File: src/rtl/ctxst_pkg.sv
package ctxst_pkg;

    typedef enum logic [1:0] {
        CTX_OFF     = 2'd0,
        CTX_INITIAL = 2'd1,
        CTX_CLEAN   = 2'd2,
        CTX_DIRTY   = 2'd3
    } ctx_state_e;

    typedef enum logic [1:0] {
        PRIV_HU = 2'd0,
        PRIV_HS = 2'd1,
        PRIV_VU = 2'd2,
        PRIV_VS = 2'd3
    } priv_e;

    localparam int ST_W       = 2;
    localparam int NUM_UNITS  = 2;
    localparam int UNIT_FP    = 0;
    localparam int UNIT_VEC   = 1;
    localparam int NUM_COPIES = 2;
    localparam int COPY_HOST  = 0;
    localparam int COPY_GUEST = 1;
    localparam int NUM_FIELDS = NUM_UNITS * NUM_COPIES;

    function automatic logic priv_is_virtual(input priv_e p);
        return (p == PRIV_VU) || (p == PRIV_VS);
    endfunction

endpackage

File: src/rtl/ctxst_field.sv
module ctxst_field
    import ctxst_pkg::*;
(
    input  logic       clk_i,
    input  logic       rst_ni,
    input  logic       we_i,
    input  ctx_state_e wdata_i,
    input  logic       commit_dirty_i,
    input  logic       csrmod_dirty_i,
    output ctx_state_e state_o
);

    ctx_state_e state_q;
    ctx_state_e state_d;
    logic       mark;

    // both dirty sources are kept apart up to this point and merged here
    assign mark = commit_dirty_i | csrmod_dirty_i;

    always_comb begin
        state_d = state_q;
        if (we_i) begin
            state_d = wdata_i;
        end else if (mark) begin
            unique case (state_q)
                CTX_OFF:     state_d = CTX_OFF;
                CTX_INITIAL: state_d = CTX_DIRTY;
                CTX_CLEAN:   state_d = CTX_DIRTY;
                CTX_DIRTY:   state_d = CTX_DIRTY;
                default:     state_d = state_q;
            endcase
        end
    end

    always_ff @(posedge clk_i or negedge rst_ni) begin
        if (!rst_ni) begin
            state_q <= CTX_OFF;
        end else begin
            state_q <= state_d;
        end
    end

    always_comb begin
        state_o = state_q;
    end

endmodule

File: src/rtl/ctxst_gate.sv
module ctxst_gate
    import ctxst_pkg::*;
(
    input  logic       virt_i,
    input  logic       op_i,
    input  logic       csr_i,
    input  logic       csr_mod_i,
    input  ctx_state_e host_st_i,
    input  ctx_state_e guest_st_i,
    output logic       op_ill_o,
    output logic       csr_ill_o,
    output logic       commit_dirty_host_o,
    output logic       commit_dirty_guest_o,
    output logic       csrmod_dirty_host_o,
    output logic       csrmod_dirty_guest_o
);

    logic host_off;
    logic guest_off;
    logic blocked;
    logic op_ok;
    logic mod_ok;

    assign host_off  = (host_st_i == CTX_OFF);
    assign guest_off = (guest_st_i == CTX_OFF);
    assign blocked   = host_off | (virt_i & guest_off);

    assign op_ill_o  = op_i & blocked;
    assign csr_ill_o = csr_i & blocked;

    assign op_ok  = op_i & ~blocked;
    assign mod_ok = csr_i & csr_mod_i & ~blocked;

    assign commit_dirty_host_o  = op_ok;
    assign commit_dirty_guest_o = op_ok & virt_i;
    assign csrmod_dirty_host_o  = mod_ok;
    assign csrmod_dirty_guest_o = mod_ok & virt_i;

endmodule

File: src/rtl/ctxst_tracker.sv
module ctxst_tracker
    import ctxst_pkg::*;
(
    input  logic       clk_i,
    input  logic       rst_ni,
    input  logic [1:0] priv_i,
    input  logic       fp_op_i,
    input  logic       vec_op_i,
    input  logic       fp_csr_i,
    input  logic       vec_csr_i,
    input  logic       fp_csr_mod_i,
    input  logic       vec_csr_mod_i,
    input  logic [3:0] st_we_i,
    input  logic [7:0] st_wdata_i,
    output logic [1:0] host_fs_o,
    output logic [1:0] host_vs_o,
    output logic [1:0] guest_fs_o,
    output logic [1:0] guest_vs_o,
    output logic       fp_op_ill_o,
    output logic       vec_op_ill_o,
    output logic       fp_csr_ill_o,
    output logic       vec_csr_ill_o
);

    logic                 virt;
    logic [NUM_UNITS-1:0] op_v;
    logic [NUM_UNITS-1:0] csr_v;
    logic [NUM_UNITS-1:0] mod_v;
    logic [NUM_UNITS-1:0] op_ill_v;
    logic [NUM_UNITS-1:0] csr_ill_v;

    logic [NUM_COPIES-1:0][NUM_UNITS-1:0] commit_dirty;
    logic [NUM_COPIES-1:0][NUM_UNITS-1:0] csrmod_dirty;
    ctx_state_e                           st [NUM_COPIES][NUM_UNITS];

    assign virt = priv_is_virtual(priv_e'(priv_i));

    assign op_v  = {vec_op_i, fp_op_i};
    assign csr_v = {vec_csr_i, fp_csr_i};
    assign mod_v = {vec_csr_mod_i, fp_csr_mod_i};

    for (genvar u = 0; u < NUM_UNITS; u++) begin : g_unit
        ctxst_gate gate_i (
            .virt_i               (virt),
            .op_i                 (op_v[u]),
            .csr_i                (csr_v[u]),
            .csr_mod_i            (mod_v[u]),
            .host_st_i            (st[COPY_HOST][u]),
            .guest_st_i           (st[COPY_GUEST][u]),
            .op_ill_o             (op_ill_v[u]),
            .csr_ill_o            (csr_ill_v[u]),
            .commit_dirty_host_o  (commit_dirty[COPY_HOST][u]),
            .commit_dirty_guest_o (commit_dirty[COPY_GUEST][u]),
            .csrmod_dirty_host_o  (csrmod_dirty[COPY_HOST][u]),
            .csrmod_dirty_guest_o (csrmod_dirty[COPY_GUEST][u])
        );

        for (genvar c = 0; c < NUM_COPIES; c++) begin : g_copy
            localparam int K = c * NUM_UNITS + u;
            ctxst_field field_i (
                .clk_i          (clk_i),
                .rst_ni         (rst_ni),
                .we_i           (st_we_i[K]),
                .wdata_i        (ctx_state_e'(st_wdata_i[K*ST_W +: ST_W])),
                .commit_dirty_i (commit_dirty[c][u]),
                .csrmod_dirty_i (csrmod_dirty[c][u]),
                .state_o        (st[c][u])
            );
        end
    end

    assign host_fs_o  = st[COPY_HOST][UNIT_FP];
    assign host_vs_o  = st[COPY_HOST][UNIT_VEC];
    assign guest_fs_o = st[COPY_GUEST][UNIT_FP];
    assign guest_vs_o = st[COPY_GUEST][UNIT_VEC];

    assign fp_op_ill_o   = op_ill_v[UNIT_FP];
    assign vec_op_ill_o  = op_ill_v[UNIT_VEC];
    assign fp_csr_ill_o  = csr_ill_v[UNIT_FP];
    assign vec_csr_ill_o = csr_ill_v[UNIT_VEC];

endmodule

File: config.mk
export PLATFORM = sky130hd
export DESIGN_NAME = ctxst_tracker
export DESIGN_NICKNAME = d
export VERILOG_FILES = /design/src/rtl/ctxst_pkg.sv /design/src/rtl/ctxst_field.sv /design/src/rtl/ctxst_gate.sv /design/src/rtl/ctxst_tracker.sv
export SDC_FILE = /design/constraint.sdc
export NUM_CORES = 1
export LEC_CHECK = 0
export ABC_CLOCK_PERIOD_IN_PS = 2600
export CELL_PAD_IN_SITES_DETAIL_PLACEMENT = 2
export CELL_PAD_IN_SITES_GLOBAL_PLACEMENT = 2
export CORE_AREA = 2 2 39 41
export CTS_BUF_LIST = sky130_fd_sc_hd__clkbuf_2 sky130_fd_sc_hd__clkbuf_4 sky130_fd_sc_hd__clkbuf_8
export CTS_CLUSTER_DIAMETER = 100
export DETAILED_ROUTE_END_ITERATION = 8
export DIE_AREA = 0 0 41 43
export DONT_BUFFER_PORTS = 1
export PLACE_DENSITY = 0.89
export RECOVER_POWER = 50
export SLEW_MARGIN = 20
export SYNTH_ARGS = -nofsm -noshare
export SYNTH_HDL_FRONTEND = slang
export SYNTH_SLANG_ARGS = --single-unit
File: constraint.sdc
create_clock -name clk_i -period 2.6 [get_ports clk_i]
set_input_delay 0.26 -clock clk_i [delete_from_list [all_inputs] [get_ports clk_i]]
set_output_delay 0.26 -clock clk_i [all_outputs]
set_load 0.1 [all_outputs]
==> impl_metrics.py, run 1 <==
metrics = {
    "worst_setup_path": {
        "critPathKind": "reg2out",
        "crit_fanout": 3,
        "cp-start-kind": "register",
        "path_common_cell": "buf_4",
        "slowest_stage": "dfrtp_1",
        "cp_num_buf_inv": 2,
        "path_delay_family": "buffers and inverters",
        "crit_chain": "buf_4, nor2_1, a21oi_1, nor2b_2, buf_4",
        "end_kind": "primary output",
        "crit_path_max_incr_delay_ns": 0.33,
        "arrival_ns": 1.64,
        "required_ns": 2.34,
    },
    "timing": {
        "worst_slew_pin_slew_ns": 1.211,
        "clock.fmax_mhz": 525.9,
        "clock_skew_ns": 0.005389,
        "slew_viol_final": 0,
        "period_share": 0.7314,
        "slew_headroom": 0.1926,
        "rsz0062_at_grt": "no",
        "setup_tns_ns": 0,
        "setup_viol": 0,
        "fin_ws_ns": 0.6985,
        "period_minus_slack_ns": 1.902,
        "finalHoldViolations": 0,
    },
    "global_routing": {
        "grt_usage": 0.1663,
        "grt_pass1_wl_um": 1835,
        "use_met1": 0.1628,
        "grt_pass1_vias": 430,
        "met3_usage": 0.08377,
        "antenna_found_initial": 0,
        "top_usage_layer": "met2",
        "grt_max_degree": 9,
        "global_route.overflow_total": 0,
        "grtUsageMet2": 0.2625,
    },
    "layout": {
        "fin_util": 0.4304,
        "diodes": 0,
        "nets": 82,
        "area_delta_synth_final_pct": 33.33,
        "fillers": 156,
        "largest_reg_flops": 8,
        "fin_cells": 74,
        "layout-drive-gt1-share": 0.4138,
    },
    "yosys": {
        "synth.top_cell.area_share": 0.4482,
        "synth_nets": 64,
        "synth_commonest_cells": "8 x dfrtp_1, 8 x nor2b_1, 5 x a221o_1, 5 x nor2_1",
        "synth_area_um2": 446.7,
        "ys_seq_elements": 8,
        "avgSynthCellArea_um2": 10.64,
        "seq_area_frac_synth": 0.4482,
        "async_reset_ff_frac": 1.000,
        "synthTopCellsByArea": "dfrtp_1 45%, a221o_1 11%, nor2b_1 11%",
        "synth-main-ff-cell": "dfrtp_1",
        "synth_cells": 42,
        "ys_warn_count": 0,
        "synth_edf_count": 0,
        "yosysUniqueCellTypes": 13,
        "yosys.area.top_type": "dfrtp_1",
    },
    "routing": {
        "wire_per_inst_um": 16.73,
        "wl_um": 1238,
        "vias_per_cell": 5.554,
        "dr.pass1.iters": 2,
        "detail_route.iter0.violations": 1,
        "vias": 411,
        "antenna_left": 0,
        "drc_errors": 0,
    },
    "cts": {
        "postCtsSetupRepairBufs": 0,
        "root_buffer": "clkbuf_4",
        "path_clk_slew_ns": 0.05,
        "numCtsBuffers": 3,
        "cts_sinks": 8,
        "ctsHtreeMaxLevel": 1,
        "clkLatencyLatePin_ns": 0.26,
        "cts_buffer_depth": 2,
        "cts_tree": "built",
    },
    "floorplanning": {
        "initial_utilization": 0.3228,
        "die_area_mm2": 0.001763,
        "io_pins": 34,
        "die_x_um": 41,
        "rows": 14,
        "design.core.area_mm2": 0.001384,
        "die_h_um": 43,
    },
    "worst_hold_path": {
        "hp-class": "in2reg",
    },
    "flow_run": {
        "cap_violations": 0,
    },
    "place": {
        "hpwl_um": 1021,
        "pre_cts_ws_ns": 0.9662,
        "gp_congestion": 0.6664,
        "io_buffer_count": 0,
        "dp_cells": 70,
    },
    "power_and_ir_drop": {
        "power_density_mw_per_mm2": 775.1,
        "leakage_uw": 0.0002480,
        "vdd_drop_max_uv": 306.3,
    },
    "status": {
        "status": "finished clean",
    },
}
[worst reg2reg max path: stages, from the launching register on]
cell and delay [ns]:
dfrtp_1 0.35, clkbuf_1 0.90, nor2b_1 0.27, a221o_1 0.16
[layout make-up]
| class | instances | area (um^2) | share of cell area |
|---|---|---|---|
| multi-input cells | 33 | 252.7 | 0.4244 |
| flip-flops and latches | 8 | 200.2 | 0.3361 |
| repair buffers | 13 | 96.34 | 0.1618 |
| clock buffers | 3 | 22.52 | 0.03782 |
| well taps | 16 | 20.02 | 0.03361 |
| inverters | 1 | 3.754 | 0.006303 |
[final timing paths]
| check | start | end | slack [ns] | cells past startpoint |
|---|---|---|---|---|
| min in group asynchronous | rst_ni | g_unit[0].g_copy[0].field_i.state_o[1] | 0.35 | 1 |
| worst max-delay path | g_unit[0].g_copy[1].field_i.state_o[0] | fp_op_ill_o | 0.70 | 5 |
| worst min-delay path | st_we_i[0] | g_unit[0].g_copy[0].field_i.state_o[0] | 0.14 | 1 |
| worst min register to register | g_unit[0].g_copy[0].field_i.state_o[0] | g_unit[0].g_copy[0].field_i.state_o[0] | 0.82 | 2 |
| worst max register to register | g_unit[1].g_copy[1].field_i.state_o[0] | g_unit[1].g_copy[1].field_i.state_o[1] | 0.85 | 3 |
| max in group asynchronous | rst_ni | g_unit[1].g_copy[0].field_i.state_o[0] | 1.99 | 1 |
[stage by stage]
step / cell area (um^2) / hold WS (ns) / total power (uW)
3_3_place_gp: 566.8 / -0.03536 / 364.0
3_5_place_dp: 566.8 / -0.03538 / 368.3
5_1_grt: 595.6 / 0.1316 / 484.6
2_1_floorplan: 451.7 / -0.03559 / 325.8
6_report: 595.6 / 0.1427 / 461.6
4_1_cts: 599.3 / 0.1384 / 470.2
[metal layers]
metal  part of all wire  vias up  wire length (um)
met2               0.53       14               656
met4              0.024        0                30
met5                  0        -                 0
met3              0.067        5                83
li1                   -      190                 -
met1               0.38      202               467
[repair_timing]
action,4_1_cts,5_1_grt
hold buffers,1,0
resized for setup,0,0
hold endpoints to repair,8,0
[kinds of logic (layout without fill, tap and decap cells)]
| family | count (synthesis) | after routing | share of synthesized area |
|---|---|---|---|
| flip-flops | 8 | 8 | 0.4482 |
| AO/OA/AOI/OAI | 14 | 14 | 0.2773 |
| AND/OR/NAND/NOR | 19 | 19 | 0.2661 |
| buffers and inverters | 1 | 17 | 0.008395 |
[layout by cell type, fill, tap and decap left out, types with 3 or more instances in the layout]
cell / n
a221o_1: 5
nor2b_2: 4
nor2b_1: 4
buf_4: 11
nand2b_1: 3
o31a_1: 3
dfrtp_1: 8
clkbuf_4: 3
nor2_1: 5
[power by group]
part           internal (uW)  switching, uW  total (uW)  leakage (uW)
combinational           48.5            175         223      0.000143
clock                   52.8           42.3        95.1     0.0000138
sequential               138           5.36         143     0.0000907
(Power assumes the default switching activity.)
==> run 2, diff against run 1 <==
- ABC_CLOCK_PERIOD_IN_PS: 2600 -> 1500
- CORE_AREA: 2 2 39 41 -> not set
- CORE_ASPECT_RATIO: not set -> 1.1
- CORE_MARGIN: not set -> 2
- CORE_UTILIZATION: not set -> 29
- DIE_AREA: 0 0 41 43 -> not set
- PLACE_DENSITY: 0.89 -> 0.83
- clock period: 2.6 -> 1.5 ns (I/O delays scaled with it)
==> impl_metrics.py, run 2 (synthesis gave the netlist of run 1 again) <==
metrics = {
    "status": {
        "status": "finished clean",
    },
    "layout": {
        "multi_input_area_um2": 322.8,
        "area_delta_synth_final_pct": 72.83,
        "largest_reg_flops": 8,
        "regArea_um2": 230.2,
        "final_common_cell": "buf_4",
        "fillers": 138,
        "diodes": 0,
        "layout-drive-gt1-share": 0.6774,
        "nets": 86,
        "stdcell_area_um2": 772.0,
        "final_cell_mix": "9 x buf_4, 8 x dfrtp_4, 5 x a221o_1",
    },
    "cts": {
        "ctsHtreeMaxLevel": 1,
        "numCtsBuffers": 3,
        "ctsResizeCount": 0,
        "cts_buffer_depth": 2,
        "cts_tree": "built",
        "cts_sinks": 8,
        "clkLatencyLatePin_ns": 0.25,
        "path_clk_slew_ns": 0.06,
        "root_buffer": "clkbuf_4",
    },
    "place": {
        "hpwl_um": 1225,
        "io_buffer_count": 0,
        "placed_area_um2": 716.9,
        "gp_congestion": 0.7770,
    },
    "power_and_ir_drop": {
        "power_density_mw_per_mm2": 1165,
        "leakage_uw": 0.0002988,
        "vdd_drop_max_uv": 535.5,
    },
    "timing": {
        "clock_skew_ns": 0.002581,
        "finalHoldViolations": 0,
        "setup_tns_ns": 0,
        "clock.fmax_mhz": 682.1,
        "slew_headroom": 0.6363,
        "period_minus_slack_ns": 1.466,
        "setup_viol": 0,
        "period_share": 0.9773,
        "slew_viol_final": 0,
        "worst_slew_pin_slew_ns": 0.5479,
        "hold_ws_ns": 0.03752,
        "rsz0062_at_grt": "yes",
    },
    "worst_setup_path": {
        "rr_endpoint": "g_unit[1].g_copy[1].field_i.state_o[0]",
        "reg2reg_from": "g_unit[1].g_copy[0].field_i.state_o[0]",
        "r2r_cells": 4,
        "rrSetupSlack_ns": 0.23,
        "required_ns": 1.35,
        "crit_fanout": 3,
        "arrival_ns": 1.32,
        "slowest_stage": "dfrtp_4",
        "end_kind": "primary output",
        "crit_chain": "nor2_4, a21oi_4, nor2b_4, buf_12",
        "startpoint": "g_unit[1].g_copy[0].field_i.state_o[0]",
        "endpoint": "vec_op_ill_o",
        "critPathKind": "reg2out",
        "crit_path_max_incr_delay_ns": 0.49,
        "cp-start-kind": "register",
    },
    "routing": {
        "drc_errors": 0,
        "wire_per_inst_um": 19.35,
        "detail_route.iter0.violations": 4,
        "vias_per_cell": 5.577,
        "dr.pass1.iters": 4,
        "wl_um": 1509,
        "antenna_left": 0,
        "vias": 435,
    },
    "floorplanning": {
        "io_pins": 34,
        "rows": 14,
        "die_area_mm2": 0.001871,
        "design.core.area_mm2": 0.001401,
        "die_h_um": 45.16,
        "die_x_um": 41.42,
        "initial_utilization": 0.3187,
    },
    "global_routing": {
        "global_route.overflow_total": 0,
        "grt_pass1_vias": 494,
        "grt_max_degree": 9,
        "grt_pass1_wl_um": 2352,
        "grt_usage": 0.1737,
        "antenna_found_initial": 0,
    },
    "flow_run": {
        "cap_violations": 0,
    },
    "worst_hold_path": {
        "hp-class": "in2reg",
    },
}
==> run 2: final cells by class <==
type,instances,share of cell area
Tap cell,16,0.02593
Inverter,1,0.004862
Sequential cell,8,0.2982
Timing Repair Buffer,17,0.2237
Multi-Input combinational cell,33,0.4182
Clock buffer,3,0.02917
==> run 2: critical path, delay by kind of cell (launching register included) <==
family                 cells  cell delay [ns]
AO/OA/AOI/OAI              1             0.07
buffers and inverters      1             0.18
AND/OR/NAND/NOR            2             0.32
flip-flops                 1             0.49
==> run 2: power breakdown <==
part           switching [uW]  internal [uW]  leakage, uW
logic                     318            130     0.000201
clock network            75.2           91.7    0.0000138
registers                30.9            254    0.0000845
total                     424            476     0.000299
==> run 2: routing by layer <==
metal | vias up | share of wire | global-route usage
met3 | 5 | 0.090 | 0.04800
met2 | 32 | 0.55 | 0.3188
met5 | - | 0 | 0
li1 | 200 | - | -
met1 | 198 | 0.33 | 0.1737
met4 | 0 | 0.025 | 0.1161
==> run 2: worst min-delay path by stage <==
stage               depth (start not counted)                                      to       start
floorplan                                   0  g_unit[0].g_copy[0].field_i.state_o[0]      rst_ni
global placement                            0  g_unit[0].g_copy[0].field_i.state_o[0]      rst_ni
detailed placement                          0  g_unit[1].g_copy[0].field_i.state_o[1]      rst_ni
CTS                                         1  g_unit[0].g_copy[1].field_i.state_o[1]  st_we_i[2]
global route                                1  g_unit[0].g_copy[1].field_i.state_o[1]  st_we_i[2]
finish                                      1  g_unit[0].g_copy[1].field_i.state_o[1]  st_we_i[2]
==> run 2: repair_timing <==
action,4_1_cts,5_1_grt
setup buffers,0,4
pin swaps,1,2
hold buffers,1,0
endpoints found under the setup margin,1,3
endpoints found under the hold margin,8,0
==> run 2: per-stage QoR <==
step	cells	utilization	total power [uW]	setup WS (ns)
final	78	0.5509	899.6	0.03404
after global routing	78	0.5509	936.8	-0.01475
after CTS	74	0.5348	902.2	0.0008376
after detailed placement	70	0.5116	726.2	0.2799
after global placement	70	0.5116	708.9	0.3373
after floorplan	42	-	623.9	-0.03055
